### config.mk
export PLATFORM = sky130hd
export DESIGN_NAME = chan_ctl_reg
export DESIGN_NICKNAME = d
export VERILOG_FILES = /design/src/rtl/chan_ctl_pkg.sv /design/src/rtl/chan_ctl_decode.sv /design/src/rtl/chan_ctl_slice.sv /design/src/rtl/chan_ctl_reg.sv
export SDC_FILE = /design/constraint.sdc
export NUM_CORES = 1
export LEC_CHECK = 0
export BUFFER_PORTS_ARGS = -buffer_cell sky130_fd_sc_hd__buf_2
export CAP_MARGIN = 20
export CORE_MARGIN = 2
export CORE_UTILIZATION = 42
export CTS_CLUSTER_SIZE = 10
export DETAILED_ROUTE_END_ITERATION = 10
export PLACE_DENSITY_LB_ADDON = 0.3
export SLEW_MARGIN = 20
export SYNTH_ARGS = -nofsm -noshare
export SYNTH_HDL_FRONTEND = slang
export SYNTH_HIERARCHICAL = 1
export SYNTH_SLANG_ARGS = --single-unit
### constraint.sdc
create_clock -name clk -period 0.8 [get_ports clk]
set_input_delay 0.04 -clock clk [delete_from_list [all_inputs] [get_ports clk]]
set_output_delay 0.04 -clock clk [all_outputs]
set_load 0.02 [all_outputs]
### src/rtl/chan_ctl_pkg.sv
package chan_ctl_pkg;
    localparam int WORD_W    = 32;
    localparam int FIELD_W   = 8;
    localparam int EN_LSB    = 0;
    localparam int EN_WE_LSB = EN_LSB + FIELD_W;
    localparam int SP_LSB    = EN_WE_LSB + FIELD_W;
    localparam int SP_WE_LSB = SP_LSB + FIELD_W;

    // Decoded per-channel write command
    typedef struct packed {
        logic en_we;
        logic en_val;
        logic sp_we;
        logic sp_val;
    } ch_cmd_t;

    // Per-channel registered state
    typedef struct packed {
        logic en;
        logic sp;
        logic rep;   // suspended event already reported this period
        logic evt;
    } ch_state_t;
endpackage

### src/rtl/chan_ctl_decode.sv
module chan_ctl_decode
    import chan_ctl_pkg::*;
#(
    parameter int NUM_CH = 8
) (
    input  logic                    wr_en_i,
    input  logic [WORD_W-1:0]       wr_data_i,
    output ch_cmd_t [NUM_CH-1:0]    cmd_o
);
    for (genvar g = 0; g < NUM_CH; g++) begin : g_ch
        assign cmd_o[g].en_we  = wr_en_i & wr_data_i[EN_WE_LSB + g];
        assign cmd_o[g].en_val = wr_data_i[EN_LSB + g];
        assign cmd_o[g].sp_we  = wr_en_i & wr_data_i[SP_WE_LSB + g];
        assign cmd_o[g].sp_val = wr_data_i[SP_LSB + g];
    end

    if (NUM_CH < FIELD_W) begin : g_unused
        logic unused_bits;
        assign unused_bits = ^{wr_data_i[EN_LSB + NUM_CH +: FIELD_W - NUM_CH],
                               wr_data_i[EN_WE_LSB + NUM_CH +: FIELD_W - NUM_CH],
                               wr_data_i[SP_LSB + NUM_CH +: FIELD_W - NUM_CH],
                               wr_data_i[SP_WE_LSB + NUM_CH +: FIELD_W - NUM_CH]};
    end
endmodule

### src/rtl/chan_ctl_slice.sv
module chan_ctl_slice
    import chan_ctl_pkg::*;
(
    input  logic    clk,
    input  logic    rst_n,
    input  ch_cmd_t cmd_i,
    input  logic    done_i,
    input  logic    abort_i,
    input  logic    ack_i,
    output logic    en_o,
    output logic    sp_o,
    output logic    evt_o
);
    ch_state_t st_d, st_q;

    always_comb begin
        st_d = st_q;
        if (cmd_i.en_we) begin
            st_d.en = cmd_i.en_val;
        end
        // hardware clear on idle wins over a software set
        if (done_i || abort_i) begin
            st_d.en = 1'b0;
        end
        if (cmd_i.sp_we) begin
            st_d.sp = cmd_i.sp_val;
        end
        st_d.evt = st_q.sp & ack_i & ~st_q.rep;
        st_d.rep = (st_q.rep | st_d.evt) & st_d.sp;
    end

    always_ff @(posedge clk or negedge rst_n) begin
        if (!rst_n) begin
            st_q <= '0;
        end else begin
            st_q <= st_d;
        end
    end

    assign en_o  = st_q.en;
    assign sp_o  = st_q.sp;
    assign evt_o = st_q.evt;
endmodule

### src/rtl/chan_ctl_reg.sv
module chan_ctl_reg
    import chan_ctl_pkg::*;
#(
    parameter int NUM_CH = 8
) (
    input  logic                clk,
    input  logic                rst_n,
    input  logic                ctrl_en_i,
    input  logic                wr_en_i,
    input  logic [31:0]         wr_data_i,
    output logic [31:0]         rd_data_o,
    output logic [NUM_CH-1:0]   ch_en_o,
    output logic [NUM_CH-1:0]   ch_susp_o,
    input  logic [NUM_CH-1:0]   eng_done_i,
    input  logic [NUM_CH-1:0]   eng_abort_i,
    input  logic [NUM_CH-1:0]   eng_susp_ack_i,
    output logic [NUM_CH-1:0]   susp_evt_o
);
    ch_cmd_t [NUM_CH-1:0] cmd;
    logic    [NUM_CH-1:0] en_q;
    logic    [NUM_CH-1:0] sp_q;

    chan_ctl_decode #(.NUM_CH(NUM_CH)) u_decode (
        .wr_en_i   (wr_en_i),
        .wr_data_i (wr_data_i),
        .cmd_o     (cmd)
    );

    for (genvar g = 0; g < NUM_CH; g++) begin : g_slice
        chan_ctl_slice u_slice (
            .clk     (clk),
            .rst_n   (rst_n),
            .cmd_i   (cmd[g]),
            .done_i  (eng_done_i[g]),
            .abort_i (eng_abort_i[g]),
            .ack_i   (eng_susp_ack_i[g]),
            .en_o    (en_q[g]),
            .sp_o    (sp_q[g]),
            .evt_o   (susp_evt_o[g])
        );
    end

    always_comb begin
        rd_data_o = '0;
        rd_data_o[EN_LSB +: NUM_CH] = en_q;
        rd_data_o[SP_LSB +: NUM_CH] = sp_q;
    end

    assign ch_en_o   = en_q & {NUM_CH{ctrl_en_i}};
    assign ch_susp_o = sp_q;
endmodule

==> flow_metrics.env <==
export IMPL_clock_sinks=32
export IMPL_ys_warn_count=6
export IMPL_htreeDepth=2
export IMPL_clock_path_buffers=2
export IMPL_netlist_area_um2=1790
export IMPL_path_buf_inv=1
export IMPL_grt_pass1_vias=1668
export IMPL_cp_start_kind="flip-flop"
export IMPL_row_count=23
export IMPL_cts_tree="yes"
export IMPL_synth_cells=162
export IMPL_die_h_um=69.3
export IMPL_io_pins=116
export IMPL_gp_congestion=0.702
export IMPL_finalWirelength_mm=4.60
export IMPL_first_iter_violations=74
export IMPL_dpl_instance_area_um2=2130
export IMPL_synth_seq_area_share_pct=44.7
export IMPL_n_fill_cell=287
export IMPL_core_area_um2=4060
export IMPL_clock_skew_ns=0.00170
export IMPL_crit_type="reg2out"
export IMPL_final_nets=334
export IMPL_io_buffers=99
export IMPL_viasPerCell=4.53
export IMPL_maxCapViolations=0
export IMPL_timing_final_ws_setup_ns=-0.216
export IMPL_power_leakage_uw=0.00146
export IMPL_final_setup_viol_count=61
export IMPL_hold_class="in2reg"
export IMPL_arrival_ns=0.98
export IMPL_max_freq_mhz=984
export IMPL_layout_drive_gt1_share_pct=62.2
export IMPL_layout_min_cycle_time_ns=1.02
export IMPL_cts_root_buf="clkbuf_8"
export IMPL_initial_core_util_pct=44.2
export IMPL_rr_endpoint="g_slice[6].u_slice/sp_o"
export IMPL_min_from="wr_data_i[19]"
export IMPL_slowest_stage="dfrtp_1"
export IMPL_min_period_over_period_pct=127
export IMPL_wire_per_inst_um=14.2
export IMPL_grt_start_max_net_pins=33
export IMPL_clk_latency_ns=0.28
export IMPL_crit_required_ns=0.76
export IMPL_holdPathStages=2
export IMPL_cp_cell_sequence="and2_4 > buf_6"
export IMPL_dp_cells=287
export IMPL_dieWidth_um=69.3
export IMPL_grt_pass1_wl_mm=7.48
export IMPL_ant_nets=0
export IMPL_grt_remaining_overflow=0
export IMPL_synth_cell_types=14
export IMPL_ir_drop_uv=968
export IMPL_syn_avg_cell_area_um2=11.1
export IMPL_violations="negative setup slack"
export IMPL_hold_end="g_slice[3].u_slice/sp_o"
export IMPL_numCtsBuffers=5
export IMPL_drt_first_pass_iters=3
export IMPL_path_delay_family="flip-flops"
export IMPL_antenna_found_initial=0
export IMPL_ys_ff_latch=32
export IMPL_vias=1471
export IMPL_final_cell_mix="buf_2 (61), buf_6 (46), dfrtp_1 (24), dlygate4sd3_1 (22), conb_1 (16)"
export IMPL_reg2regPathDepth=2
export IMPL_status="complete, but fails checks"
export IMPL_clk_pin_slew_ns=0.07
export IMPL_p_per_area_nw_per_um2=1820
export IMPL_critical_path_max_fanout=2
export IMPL_r2r_start="g_slice[6].u_slice/sp_o"
export IMPL_area_growth_pct=61.6
export IMPL_final_common_cell="buf_2"
export IMPL_grt_use_total_pct=19.8
export IMPL_tns_ns=-5.60
export IMPL_route_detailed_drc=0
export IMPL_cp_slowest_stage_delay_ns=0.41
export IMPL_dpl_hpwl_mm=2.82
export IMPL_hold_viol_final=0
export IMPL_antenna_cells=0
export IMPL_rsz0062_at_grt="true"
export IMPL_final_cells=325
export IMPL_end_kind="output pin"
export IMPL_dieArea_um2=4800
export IMPL_drv_slew=0
export IMPL_rrSetupSlack_ns=-0.12
export IMPL_stdcell_area_um2=2900
how the worst max path moves through the flow:
stage / slack [ns] / end / cells past startpoint / start
final: -0.22 / ch_en_o[6] / 2 / g_slice[6].u_slice/en_o
after CTS: -0.22 / ch_en_o[6] / 2 / g_slice[6].u_slice/en_o
after floorplan: -0.04 / g_slice[0].u_slice/sp_o / 1 / g_slice[0].u_slice/sp_o
after global routing: -0.25 / ch_en_o[6] / 2 / g_slice[6].u_slice/en_o
after detailed placement: -0.17 / g_slice[7].u_slice/sp_o / 3 / wr_en_i
after global placement: -0.13 / g_slice[5].u_slice/sp_o / 3 / wr_en_i
layout make-up:
type / instances / area (µm²) / area share (%)
Clock inverter: 1 / 30.0 / 1.04
Timing Repair Buffer: 131 / 1070 / 37.0
Tap cell: 50 / 62.6 / 2.16
Clock buffer: 7 / 96.3 / 3.33
Sequential cell: 32 / 811 / 28.0
Multi-Input combinational cell: 104 / 825 / 28.5
per-layer routing:
layer  vias to the layer above  global-route usage [%]  share of wire (%)
li1                        706                       -                  -
met1                       680                    22.1                 38
met2                        77                    35.8                 54
met3                         8                    4.36                6.0
met4                         0                    8.93                1.9
met5                         -                       0                  0
through the flow:
step | total power [µW] | util (%) | hold WS (ns) | setup slack, ns
global route | 5490 | 71.4 | 0.00925 | -0.247
floorplan | 2800 | - | -0.256 | -0.0410
finish | 5270 | 71.4 | 0.00869 | -0.216
detailed placement | 3040 | 52.5 | 0.00944 | -0.168
CTS | 5210 | 69.4 | 0.00501 | -0.216
global placement | 3020 | 52.5 | 0.0131 | -0.126
synth_stat cells, drive strengths merged:
cell type,number,area (µm²)
buf,41,312
dfrtp,32,801
mux2,8,120
nor2,8,30.0
and2,24,165
and3b,8,70.1
a21oi,8,40.0
mux2i,8,80.1
nor3,16,120
conb,1,3.75
nor2b,8,50.1
what timing repair did:
action	in CTS	in global routing
resized for setup	90	16
endpoints found under the setup margin	48	64
pin swaps	6	0
hold endpoints to repair	45	0
hold buffers	22	0
setup buffers	7	1
logic make-up after synthesis:
family	count (synthesis)	synth area share, %
AND/OR/NAND/NOR	64	24.3
flip-flops	32	44.7
other	1	0.209
buffers and inverters	41	17.4
multiplexers	16	11.2
AO/OA/AOI/OAI	8	2.23
power by group:
part           total (µW)  switching (µW)  leakage, µW  internal [µW]
Combinational        1550             686     0.000994            863
Clock                1710             608    0.0000645           1100
Sequential           2010             204     0.000404           1810
sequential cells by signal, indices dropped and copies added (netlist names):
register / flops
g_slice.u_slice/st_q: 8
g_slice.u_slice/en_o: 8
g_slice.u_slice/evt_o: 8
g_slice.u_slice/sp_o: 8
(Power assumes the default switching activity.)
